--- config.mk ---
export PLATFORM = sky130hd
export DESIGN_NAME = scan_pattern_loader
export DESIGN_NICKNAME = d
export VERILOG_FILES = /design/src/rtl/scan_loader_pkg.sv /design/src/rtl/pattern_addr_counter.sv /design/src/rtl/pattern_rom.sv /design/src/rtl/chain_select.sv /design/src/rtl/load_ctrl_fsm.sv /design/src/rtl/scan_pattern_loader.sv
export SDC_FILE = /design/constraint.sdc
export NUM_CORES = 1
export LEC_CHECK = 0
export ABC_AREA = 0
export BUFFER_PORTS_ARGS = -buffer_cell sky130_fd_sc_hd__buf_2
export CAP_MARGIN = 10
export CORE_AREA = 2 2 39 41
export CTS_CLUSTER_DIAMETER = 40
export CTS_CLUSTER_SIZE = 20
export DETAILED_ROUTE_END_ITERATION = 16
export DIE_AREA = 0 0 41 43
export PLACE_DENSITY = 0.72
export REMOVE_ABC_BUFFERS = 1
export SLEW_MARGIN = 0
export SYNTH_ARGS = -nofsm -noshare
export SYNTH_HDL_FRONTEND = slang
export SYNTH_HIERARCHICAL = 1
export SYNTH_SLANG_ARGS = --single-unit
--- constraint.sdc ---
create_clock -name shift_clk -period 1.83 [get_ports shift_clk]
set_clock_uncertainty 0.2 [all_clocks]
set_input_delay 0.183 -clock shift_clk [delete_from_list [all_inputs] [get_ports shift_clk]]
set_output_delay 0.183 -clock shift_clk [all_outputs]
set_load 0.01 [all_outputs]
--- src/rtl/scan_loader_pkg.sv ---
package scan_loader_pkg;

    typedef enum logic [1:0] {
        ST_IDLE = 2'd0,
        ST_LOAD = 2'd1,
        ST_DONE = 2'd2
    } load_state_t;

    function automatic int addr_width(input int depth);
        return (depth > 1) ? $clog2(depth) : 1;
    endfunction

endpackage

--- src/rtl/pattern_addr_counter.sv ---
module pattern_addr_counter #(
    parameter int DEPTH  = 16,
    parameter int ADDR_W = scan_loader_pkg::addr_width(DEPTH)
) (
    input  logic              clk,
    input  logic              rst_n,
    input  logic              clear,
    input  logic              advance,
    output logic [ADDR_W-1:0] addr,
    output logic              last
);
    localparam logic [ADDR_W-1:0] LAST_ADDR = ADDR_W'(DEPTH - 1);

    assign last = (addr == LAST_ADDR);

    always_ff @(posedge clk or negedge rst_n) begin
        if (!rst_n) begin
            addr <= '0;
        end else if (clear) begin
            addr <= '0;
        end else if (advance) begin
            addr <= last ? '0 : addr + 1'b1;
        end
    end

    // step by one, wrapping after the final word
    assert_addr_step_R5: assert property (@(posedge clk) disable iff (!rst_n)
        (advance && !clear) |=> (addr == (($past(addr) == LAST_ADDR) ? '0 : $past(addr) + 1'b1)));

    // a low enable returns the address to zero
    assert_addr_clear_R6: assert property (@(posedge clk) disable iff (!rst_n)
        clear |=> (addr == '0));

    // the address never leaves the pattern range
    assert_addr_range_R5: assert property (@(posedge clk) disable iff (!rst_n)
        addr <= LAST_ADDR);

endmodule

--- src/rtl/pattern_rom.sv ---
module pattern_rom #(
    parameter int                        DEPTH   = 16,
    parameter int                        WIDTH   = 8,
    parameter logic [DEPTH*WIDTH-1:0]    PATTERN = '0,
    parameter int                        ADDR_W  = scan_loader_pkg::addr_width(DEPTH)
) (
    input  logic [ADDR_W-1:0] addr,
    output logic [WIDTH-1:0]  word
);
    logic [WIDTH-1:0] words [DEPTH];

    for (genvar i = 0; i < DEPTH; i++) begin : g_word
        assign words[i] = PATTERN[i*WIDTH +: WIDTH];
    end

    always_comb begin
        word = '0;
        for (int i = 0; i < DEPTH; i++) begin
            if (addr == ADDR_W'(i)) word = words[i];
        end
    end

endmodule

--- src/rtl/chain_select.sv ---
module chain_select #(
    parameter int CHAINS = 8
) (
    input  logic              use_rom,
    input  logic [CHAINS-1:0] rom_bits,
    input  logic [CHAINS-1:0] comp_bits,
    output logic [CHAINS-1:0] si_bits
);
    for (genvar j = 0; j < CHAINS; j++) begin : g_chain
        assign si_bits[j] = use_rom ? rom_bits[j] : comp_bits[j];
    end

endmodule

--- src/rtl/load_ctrl_fsm.sv ---
module load_ctrl_fsm (
    input  logic clk,
    input  logic rst_n,
    input  logic enable,
    input  logic last_word,
    output logic clear_addr,
    output logic advance_addr,
    output logic select_rom,
    output logic done
);
    import scan_loader_pkg::*;

    load_state_t state_q, state_d;

    always_ff @(posedge clk or negedge rst_n) begin
        if (!rst_n) state_q <= ST_IDLE;
        else        state_q <= state_d;
    end

    always_comb begin
        state_d = state_q;
        unique case (state_q)
            ST_IDLE: if (enable) state_d = last_word ? ST_DONE : ST_LOAD;
            ST_LOAD: begin
                if (!enable)        state_d = ST_IDLE;
                else if (last_word) state_d = ST_DONE;
            end
            ST_DONE: if (!enable) state_d = ST_IDLE;
            default: state_d = ST_IDLE;
        endcase
    end

    always_comb begin
        clear_addr   = !enable;
        advance_addr = enable;
        select_rom   = enable;
        done         = (state_q == ST_DONE);
    end

    // done only rises on the edge that shifted the final word
    assert_done_rise_R7: assert property (@(posedge clk) disable iff (!rst_n)
        $rose(done) |-> $past(enable && last_word));

    // done holds while the enable holds
    assert_done_hold_R8: assert property (@(posedge clk) disable iff (!rst_n)
        (done && enable) |=> done);

    // a low enable drops done at the next edge
    assert_done_clear_R2: assert property (@(posedge clk) disable iff (!rst_n)
        !enable |=> !done);

endmodule

--- src/rtl/scan_pattern_loader.sv ---
module scan_pattern_loader #(
    parameter int                          CHAINS    = 8,
    parameter int                          CHAIN_LEN = 16,
    parameter logic [CHAIN_LEN*CHAINS-1:0] PATTERN   = '0
) (
    input  logic              shift_clk,
    input  logic              rst_n,
    input  logic              init_en,
    input  logic [CHAINS-1:0] decomp_bits,
    output logic [CHAINS-1:0] chain_si,
    output logic              init_done
);
    localparam int ADDR_W = scan_loader_pkg::addr_width(CHAIN_LEN);

    logic [ADDR_W-1:0] rom_addr;
    logic [CHAINS-1:0] rom_word;
    logic              last_word, clear_addr, advance_addr, select_rom;

    load_ctrl_fsm u_ctrl (
        .clk          (shift_clk),
        .rst_n        (rst_n),
        .enable       (init_en),
        .last_word    (last_word),
        .clear_addr   (clear_addr),
        .advance_addr (advance_addr),
        .select_rom   (select_rom),
        .done         (init_done)
    );

    pattern_addr_counter #(.DEPTH(CHAIN_LEN), .ADDR_W(ADDR_W)) u_addr (
        .clk     (shift_clk),
        .rst_n   (rst_n),
        .clear   (clear_addr),
        .advance (advance_addr),
        .addr    (rom_addr),
        .last    (last_word)
    );

    pattern_rom #(
        .DEPTH(CHAIN_LEN), .WIDTH(CHAINS), .PATTERN(PATTERN), .ADDR_W(ADDR_W)
    ) u_rom (
        .addr (rom_addr),
        .word (rom_word)
    );

    chain_select #(.CHAINS(CHAINS)) u_mux (
        .use_rom   (select_rom),
        .rom_bits  (rom_word),
        .comp_bits (decomp_bits),
        .si_bits   (chain_si)
    );

    // the cycle after a low enable always shows word 0 if enabled
    assert_first_word_R4: assert property (@(posedge shift_clk) disable iff (!rst_n)
        !init_en |=> (init_en -> (chain_si == PATTERN[CHAINS-1:0])));

endmodule

==> results of run 1 <==
cells in the mapped netlist, drive strengths merged:
library cell,count,area share (%)
buf,11,17
mux2,8,24
dfrtp,6,30
a21oi,3,3.8
nand2,3,2.3
and2b,2,3.0
nor2,2,1.5
and3,1,2.3
conb,1,0.75
ha,1,2.5
inv,1,0.75
mux2i,1,2.0
nand2b,1,1.3
nor3,1,1.0
o21a,1,1.5
o21ai,1,1.0
or3,1,1.3
or3b,1,1.8
xor2,1,1.8
worst reg2reg max path: cells and delay by family, from the launching register on:
family	cells	cell delay, ns
DFF	1	0.42
AOI/OAI and AO/OA	1	0.12
adders and majority gates	1	0.25
and+or+nand+nor	2	0.52
registers in the layout (all words and copies together) (netlist names):
register        flops
u_addr/addr         4
u_ctrl/state_q      2
worst paths after layout:
check                                  start           endpoint  cells past startpoint
min                                    rst_n     u_addr/addr[0]                      2
max reg2reg                   u_addr/addr[0]     u_addr/addr[0]                      4
max in group asynchronous              rst_n     u_addr/addr[1]                      2
max                           u_addr/addr[0]     u_addr/addr[0]                      4
min in group shift_clk               init_en  u_ctrl/state_q[1]                      2
min reg2reg                u_ctrl/state_q[1]  u_ctrl/state_q[0]                      1
where the power goes:
part | internal (W) | switching, W | total, W
combinational | 0.0000453 | 0.0000344 | 0.0000797
sequential | 0.000138 | 0.00000419 | 0.000142
clock | 0.0000741 | 0.0000461 | 0.000120
total | 0.000257 | 0.0000846 | 0.000342
per-stage QoR:
step	cells	setup WS [ns]	total power [W]	area, µm²
finish	82	0.264	0.000342	586
global route	82	0.224	0.000377	586
CTS	82	0.271	0.000348	586
detailed placement	78	0.279	0.000222	553
global placement	78	0.311	0.000220	553
floorplan	43	0.334	0.000188	438
cell type report:
cell class	instances	area (µm²)	share of cell area, %
multi-input cells	36	284	48.5
flip-flops and latches	6	150	25.6
repair buffers	20	105	17.9
clock buffers	3	22.5	3.85
well taps	16	20.0	3.42
inverters	1	3.75	0.641
per-layer routing:
layer | part of all wire, % | vias to the layer above | wire [µm] | track usage (%)
met5 | 0 | - | 0 | 0
met4 | 0.88 | 0 | 7 | 8.00
met3 | 12 | 2 | 95 | 3.14
met2 | 47 | 21 | 377 | 18.8
met1 | 40 | 162 | 320 | 10.5
li1 | - | 179 | - | -
cell families after synthesis:
| logic type | after synthesis | share of synthesized area (%) |
|---|---|---|
| and+or+nand+nor | 12 | 14.3 |
| buffers and inverters | 12 | 18.1 |
| adders and majority gates | 1 | 2.51 |
| DFF | 6 | 30.1 |
| AOI/OAI and AO/OA | 5 | 6.28 |
| xor gates and xnor gates | 1 | 1.76 |
| other | 1 | 0.753 |
| muxes | 9 | 26.1 |
cells in the final DEF (no fill, tap or decap):
cell type,count
mux2i_1,1
a21oi_1,2
mux2_4,8
clkbuf_4,3
nor2_1,2
o21ai_0,1
and3_4,1
a21oi_2,1
nand2b_1,1
or3b_1,1
ha_1,1
and2b_1,2
dfrtp_1,6
or3_1,1
conb_1,8
o21a_1,1
xor2_1,1
buf_2,19
inv_1,1
nand2_1,3
nor3_1,1
dlygate4sd3_1,1
what timing repair did:
| item | in CTS | in global routing |
|---|---|---|
| hold buffers | 1 | 0 |
| endpoints found under the hold margin | 6 | 0 |
| setup endpoints to repair | 0 | 0 |
==> metrics, run 1 <==
peak per-stage delay on the critical path=0.42 ns; Final period util=85.6%; largest net degree at the start of global routing=16; fmax=638 MHz; crit path cell chain=ha_1 > and3_4 > or3b_1 > a21oi_2; Final Critical Period=1.57 ns; Avg Inst Size Synth=10.6 µm²; crit path max fanout=5; gpl congestion=roughly 0.76; critical path arrival=1.54 ns; clk slew on worst S/H paths=about 0.04 ns; Hold WC Path Type=in -> async; Detail Placement HPWL=603 µm; io pins=20; outcome=completed; share of layout cells above drive strength 1=48.5%; detailed-route via count=364; CP Class=reg -> reg; RSZ-0062 raised after global routing=false; total CTS buffers=3; YS warnings=6; Crit path max-delay family=simple AND/OR/NAND/NOR gates; die area=0.00176 mm²; clock sinks=6; cts repair resizes=0; number of diodes=0; Setup-failing EPs final=0; Synth Instances=47; GRT Total Usage=11.1%; final hold slack=0.117 ns; slowest CP cell=dfrtp_1; number of post-CTS setup repair buffers=0; CP bufs+invs=0; internal reg-to-reg setup slack=~0.26 ns; leakage power=0.327 nW; WL per Instance=9.76 µm; area growth from synthesis to layout=17.6%; Seq cells post-synth=6; element type at the critical path end=flip-flop; Final Util=a little over two fifths; Buffers on Ports=19; vias in the first global route=~370; DRC viols=0; Max Cap Viol=0; global-route wire length before repair=1.28 mm; first-iteration detailed-routing DRC count=7; Congestion Overflow GR=0; sum of negative setup slack=0 ns; core outline area=0.00138 mm²; CP startpoint kind=flip-flop; max-slew violation count=0; FILL cells=around 150; drt pass-1 iters=4; CTS tree=done; fin nets=80; Synth Cell Area=498 µm²; Die Y=between 40 and 50 µm; clk buf depth=2; Synth cell types=21; final hold vios=0; clk root buf=clkbuf_4; PwrDens=583 mW/mm²; row cnt=14; routed wire length=800 µm; H-tree lvl count=1; Initial Util=between 30% and 40%; Skew-Pair Late Insertion Delay=0.24 ns; DR vias/cell=between 4 and 5; antenna violations before repair=0; Die Width=41 µm; peak supply drop=228 µV; sequential element share of the synthesized area=30.2%; critical path required time=1.80 ns; antenna-violating nets left=0
(Power assumes the default switching activity.)
==> run 2, diff against run 1 <==
- CORE_AREA: 2 2 39 41 -> default
- CORE_UTILIZATION: default -> 30
- DIE_AREA: 0 0 41 43 -> default
- PLACE_DENSITY: 0.72 -> 0.62
==> metrics, run 2 (same netlist as run 1, synthesis figures left out) <==
Congestion Overflow GR=0 (unchanged); number of diodes=0 (unchanged); internal reg-to-reg setup slack=0.27 ns (about the same); global-route wire length before repair=1.36 mm (+5.9%); Die Width=42.7 µm (+4.2%); critical path arrival=1.54 ns (about the same); CP startpoint kind=flip-flop; area of the multi-input gates=284 µm² (unchanged); gpl congestion=0.791 (+4.7%); sum of negative setup slack=0 ns (unchanged); share of layout cells above drive strength 1=48.5% (unchanged); FF-to-FF End=u_addr/addr[0]; Initial Util=32.7% (-3.3 points); Setup-failing EPs final=0 (unchanged); most common cell after layout, fill and taps aside=buf_2; fin nets=80 (unchanged); final hold vios=0 (unchanged); PwrDens=586 mW/mm² (+0.47%); clk root buf=clkbuf_4; core outline area=0.00152 mm² (+10%); CTS tree=done; DR vias/cell=4.38 (-1.4%); register area=150 µm² (unchanged); outcome=completed; largest net degree at the start of global routing=16 (unchanged); cts repair resizes=0 (unchanged); commonest cells after routing, fill and taps aside=19 x buf_2, 8 x mux2_4, 8 x conb_1; die area=0.00183 mm² (+3.6%); detailed-route via count=359 (-1.4%); max FFs per register=4 (unchanged); peak per-stage delay on the critical path=0.41 ns (about the same); row cnt=14 (unchanged); Regs by FF count=u_addr/addr: 4 flops, u_ctrl/state_q: 2 flops; Design Power=0.000343 W (+0.47%); H-tree lvl count=1 (unchanged); crit path max fanout=5 (unchanged); leakage power=0.327 nW (unchanged); first-iteration detailed-routing DRC count=8 (+1); Die Y=42.7 µm (-0.60%); Skew-Pair Late Insertion Delay=0.25 ns (about the same); vias in the first global route=343 (-8.3%); io pins=20 (unchanged); crit path cell chain=ha_1 > and3_4 > or3b_1 > a21oi_2; clock sinks=6 (unchanged); element type at the critical path end=flip-flop; CP Class=reg -> reg; worst r2r src=u_addr/addr[0]; antenna violations before repair=0 (unchanged); critical path required time=1.81 ns (about the same); Hold WC Path Type=in -> async; Post-CTS Hold Fix Bufs=1 (unchanged); area growth from synthesis to layout=17.6% (unchanged); antenna-violating nets left=0 (unchanged); fmax=641 MHz (+0.38%); GRT Total Usage=9.68% (-1.4 points); slowest CP cell=dfrtp_1; Final period util=85.3% (-0.33 points); DRC viols=0 (unchanged); Biggest register=u_addr/addr; drt pass-1 iters=4 (unchanged); routed wire length=782 µm (-2.3%); WL per Instance=9.54 µm (-2.2%); peak supply drop=359 µV (+57%); CP bufs+invs=0 (unchanged); Crit path max-delay family=simple AND/OR/NAND/NOR gates; reg2reg path depth=4 (unchanged); Max Cap Viol=0 (unchanged); total CTS buffers=3 (unchanged); Buffers on Ports=19 (unchanged); FILL cells=150 (+2.7%); RSZ-0062 raised after global routing=false; clk slew on worst S/H paths=0.05 ns (about the same); Final Critical Period=1.56 ns (-0.00600 ns); number of post-CTS setup repair buffers=0 (unchanged); clk buf depth=2 (unchanged); max-slew violation count=0 (unchanged)
[run 2: worst max-delay path by stage]
stage | startpoint | to | slack, ns | cells after the start
2_1_floorplan | u_addr/addr[0] | u_addr/addr[0] | 0.33 | 4
3_3_place_gp | u_addr/addr[0] | u_addr/addr[0] | 0.31 | 4
3_5_place_dp | u_addr/addr[0] | u_addr/addr[0] | 0.28 | 4
4_1_cts | u_addr/addr[0] | u_addr/addr[0] | 0.27 | 4
5_1_grt | u_addr/addr[0] | u_addr/addr[0] | 0.22 | 4
6_report | u_addr/addr[0] | u_addr/addr[0] | 0.27 | 4
[run 2: routing by layer]
layer  track usage (%)  vias to the layer above  routed length [µm]
met5                 0                        -                   0
met4                 0                        0                   0
met3              5.11                        0                  99
met2              16.1                       23                 337
met1              11.8                      159                 345
li1                  -                      177                   -
[run 2: metrics by stage]
stage / utilization [%] / cells / instance area, µm² / hold WS, ns / worst slack, ns
after global placement: 36.3 / 78 / 553 / -0.185 / 0.308
after floorplan: - / 43 / 438 / -0.313 / 0.334
after global routing: 38.4 / 82 / 586 / 0.111 / 0.217
final: 38.4 / 82 / 586 / 0.0853 / 0.270
after CTS: 38.4 / 82 / 586 / 0.0833 / 0.271
after detailed placement: 36.3 / 78 / 553 / -0.183 / 0.282
[run 2: power breakdown]
group	internal (W)	switching (W)	total (W)	leakage (nW)
clock	0.0000741	0.0000470	0.000121	0.0138
combinational	0.0000454	0.0000350	0.0000804	0.233
sequential	0.000138	0.00000413	0.000142	0.0801
total	0.000257	0.0000861	0.000343	0.327
[run 2: final cells by class]
type / count / area share, %
inverters: 1 / 0.641
clock buffers: 3 / 3.85
well taps: 16 / 3.42
flip-flops and latches: 6 / 25.6
repair buffers: 20 / 17.9
multi-input cells: 36 / 48.5
==> run 3, diff against run 2 <==
- ABC_AREA: 0 -> 1
==> metrics, run 3 <==
cell taking the most area after synthesis=dfrtp_1; crit path max fanout=5 (unchanged); first-iteration detailed-routing DRC count=11 (+3); area of the multi-input gates=256 µm² (-9.7%); Die Width=42.7 µm (-0.12%); most crowded layer after global routing=met2; global-route wire length before repair=1.54 mm (+13%); Initial Util=32.6% (-0.082 points); io pins=20 (unchanged); vias in the first global route=393 (+15%); cts repair resizes=0 (unchanged); largest net degree at the start of global routing=17 (+1); FILL cells=170 (+13%); max FFs per register=4 (unchanged); Post-synth EDFFs=0 (unchanged); FF-to-FF End=u_ctrl/state_q[0]; Hold WC Path Type=in -> async; CP startpoint kind=flip-flop; internal reg-to-reg setup slack=0.56 ns (+0.29 ns); Design Power=0.000333 W (-3.0%); worst r2r src=u_addr/addr[0]; GRT met1 Usage=13.4% (+1.6 points); DRC viols=0 (unchanged); register area=150 µm² (unchanged); Post-CTS Hold Fix Bufs=1 (unchanged); M3 GR Usage=2.13% (-3.0 points); die area=0.00182 mm² (-0.23%); crit path cell chain=ha_1 > nand3_2 > inv_1 > nor3_2; Die Y=42.7 µm (-0.12%); sum of negative setup slack=0 ns (unchanged); gpl congestion=0.752 (-4.9%); Congestion Overflow GR=0 (unchanged); CP bufs+invs=1 (+1); Seq cells post-synth=6 (unchanged); antenna-violating nets left=0 (unchanged); commonest cells after routing, fill and taps aside=31 x nand2_1, 19 x buf_2, 8 x conb_1; core outline area=0.00152 mm² (unchanged); final hold vios=0 (unchanged); CTS tree=done; peak per-stage delay on the critical path=0.42 ns (about the same); DR vias/cell=4.07 (-6.9%); area growth from synthesis to layout=17.6% (about the same); Max Cap Viol=0 (unchanged); fin nets=106 (+33%); Synth Instances=73 (+55%); sequential element share of the synthesized area=30.2% (+0.076 points); clk root buf=clkbuf_4; drt pass-1 iters=4 (unchanged); Final Critical Period=1.27 ns (-0.287 ns); WL per Instance=8.09 µm (-15%); H-tree lvl count=1 (unchanged); outcome=completed; async set-reset flop share out of synthesis=100% (unchanged); YS warnings=6 (unchanged); Skew-Pair Late Insertion Delay=0.24 ns (about the same); detailed-route via count=440 (+23%); leakage power=0.367 nW (+13%); clk buf depth=2 (unchanged); Synth cell types=19 (-9.5%); max-slew violation count=0 (unchanged); clk slew on worst S/H paths=0.04 ns (about the same); Avg Inst Size Synth=6.80 µm² (-36%); final hold slack=0.0989 ns (+0.0136 ns); Regs by FF count=u_addr/addr: 4 flops, u_ctrl/state_q: 2 flops; M2 GR Usage=18.5% (+2.4 points); GRT Total Usage=11.6% (+1.9 points); clock sinks=6 (unchanged); slowest CP cell=dfrtp_1; Final period util=69.6% (-16 points); share of layout cells above drive strength 1=31.5% (-17 points); most common cell after layout, fill and taps aside=nand2_1; most common flop cell mapped by yosys=dfrtp_1; antenna violations before repair=0 (unchanged); Synth area leaders=dfrtp_1 30%, nand2_1 23%, buf_4 15%; total CTS buffers=3 (unchanged); top-area cell type share of the netlist area=30.2% (+0.076 points); Setup-failing EPs final=0 (unchanged); top post-synthesis cells by count=31 x nand2_1, 10 x buf_4, 6 x dfrtp_1; routed wire length=874 µm (+12%); most frequent cell after synthesis=nand2_1; RSZ-0062 raised after global routing=false; Detail Placement HPWL=701 µm; Biggest register=u_addr/addr; peak supply drop=169 µV (-53%); Crit path max-delay family=flip-flops; fmax=785 MHz (+22%); number of post-CTS setup repair buffers=0 (unchanged); critical path arrival=1.23 ns (-0.31 ns); Buffers on Ports=19 (unchanged); critical path required time=1.78 ns (-0.03 ns); Synth Cell Area=497 µm² (-0.25%); CP Class=reg -> reg; reg2reg path depth=4 (unchanged); element type at the critical path end=flip-flop; PwrDens=570 mW/mm² (-2.7%); row cnt=14 (unchanged); number of diodes=0 (unchanged)
==> run 3: changes by cell type after synthesis, moves of 2 or more <==
cell	delta
mux2_4	-8
nand2_1	+28
nand3_1	+4
inv_2	+3
inv_1	+4
and2b_1	-2
==> run 3: how the worst max path moves through the flow <==
| stage | start | to | slack, ns | cells after the start |
|---|---|---|---|---|
| finish | u_addr/addr[0] | u_ctrl/state_q[0] | 0.56 | 4 |
| global placement | u_addr/addr[0] | u_ctrl/state_q[1] | 0.58 | 5 |
| floorplan | u_addr/addr[0] | u_ctrl/state_q[1] | 0.64 | 5 |
| global route | u_ctrl/state_q[1] | init_done | 0.45 | 3 |
| CTS | u_addr/addr[0] | u_ctrl/state_q[0] | 0.54 | 4 |
| detailed placement | u_addr/addr[0] | u_ctrl/state_q[0] | 0.54 | 4 |
==> run 3: power breakdown <==
| group | internal [W] | switching (W) |
|---|---|---|
| combinational | 0.0000304 | 0.0000403 |
| sequential | 0.000138 | 0.00000530 |
| clock | 0.0000740 | 0.0000451 |
==> run 3: area by class of cell <==
cell class	count	share of cell area [%]
Timing Repair Buffer	20	18.0
Tap cell	16	3.43
Clock buffer	3	3.85
Inverter	8	5.14
Sequential cell	6	25.7
Multi-Input combinational cell	55	43.9
==> run 3: layer usage <==
layer	vias up	wire length (µm)
li1	244	-
met1	175	397
met2	19	406
met3	2	66
met4	0	4
met5	-	0
==> run 3: metrics by stage <==
stage | instance area, µm² | utilization, % | setup slack (ns) | cells
finish | 584 | 38.3 | 0.556 | 108
global route | 584 | 38.3 | 0.448 | 108
CTS | 584 | 38.3 | 0.542 | 108
detailed placement | 552 | 36.2 | 0.540 | 104
global placement | 552 | 36.2 | 0.582 | 104
floorplan | 437 | - | 0.644 | 69
==> run 3: cell families after synthesis <==
kind of cell	synth area share, %
adder cells (fa/ha/maj)	2.52
buffers and inverters	23.4
AO/OA/AOI/OAI	3.78
flip-flops	30.2
other	0.755
AND/OR/NAND/NOR	39.3
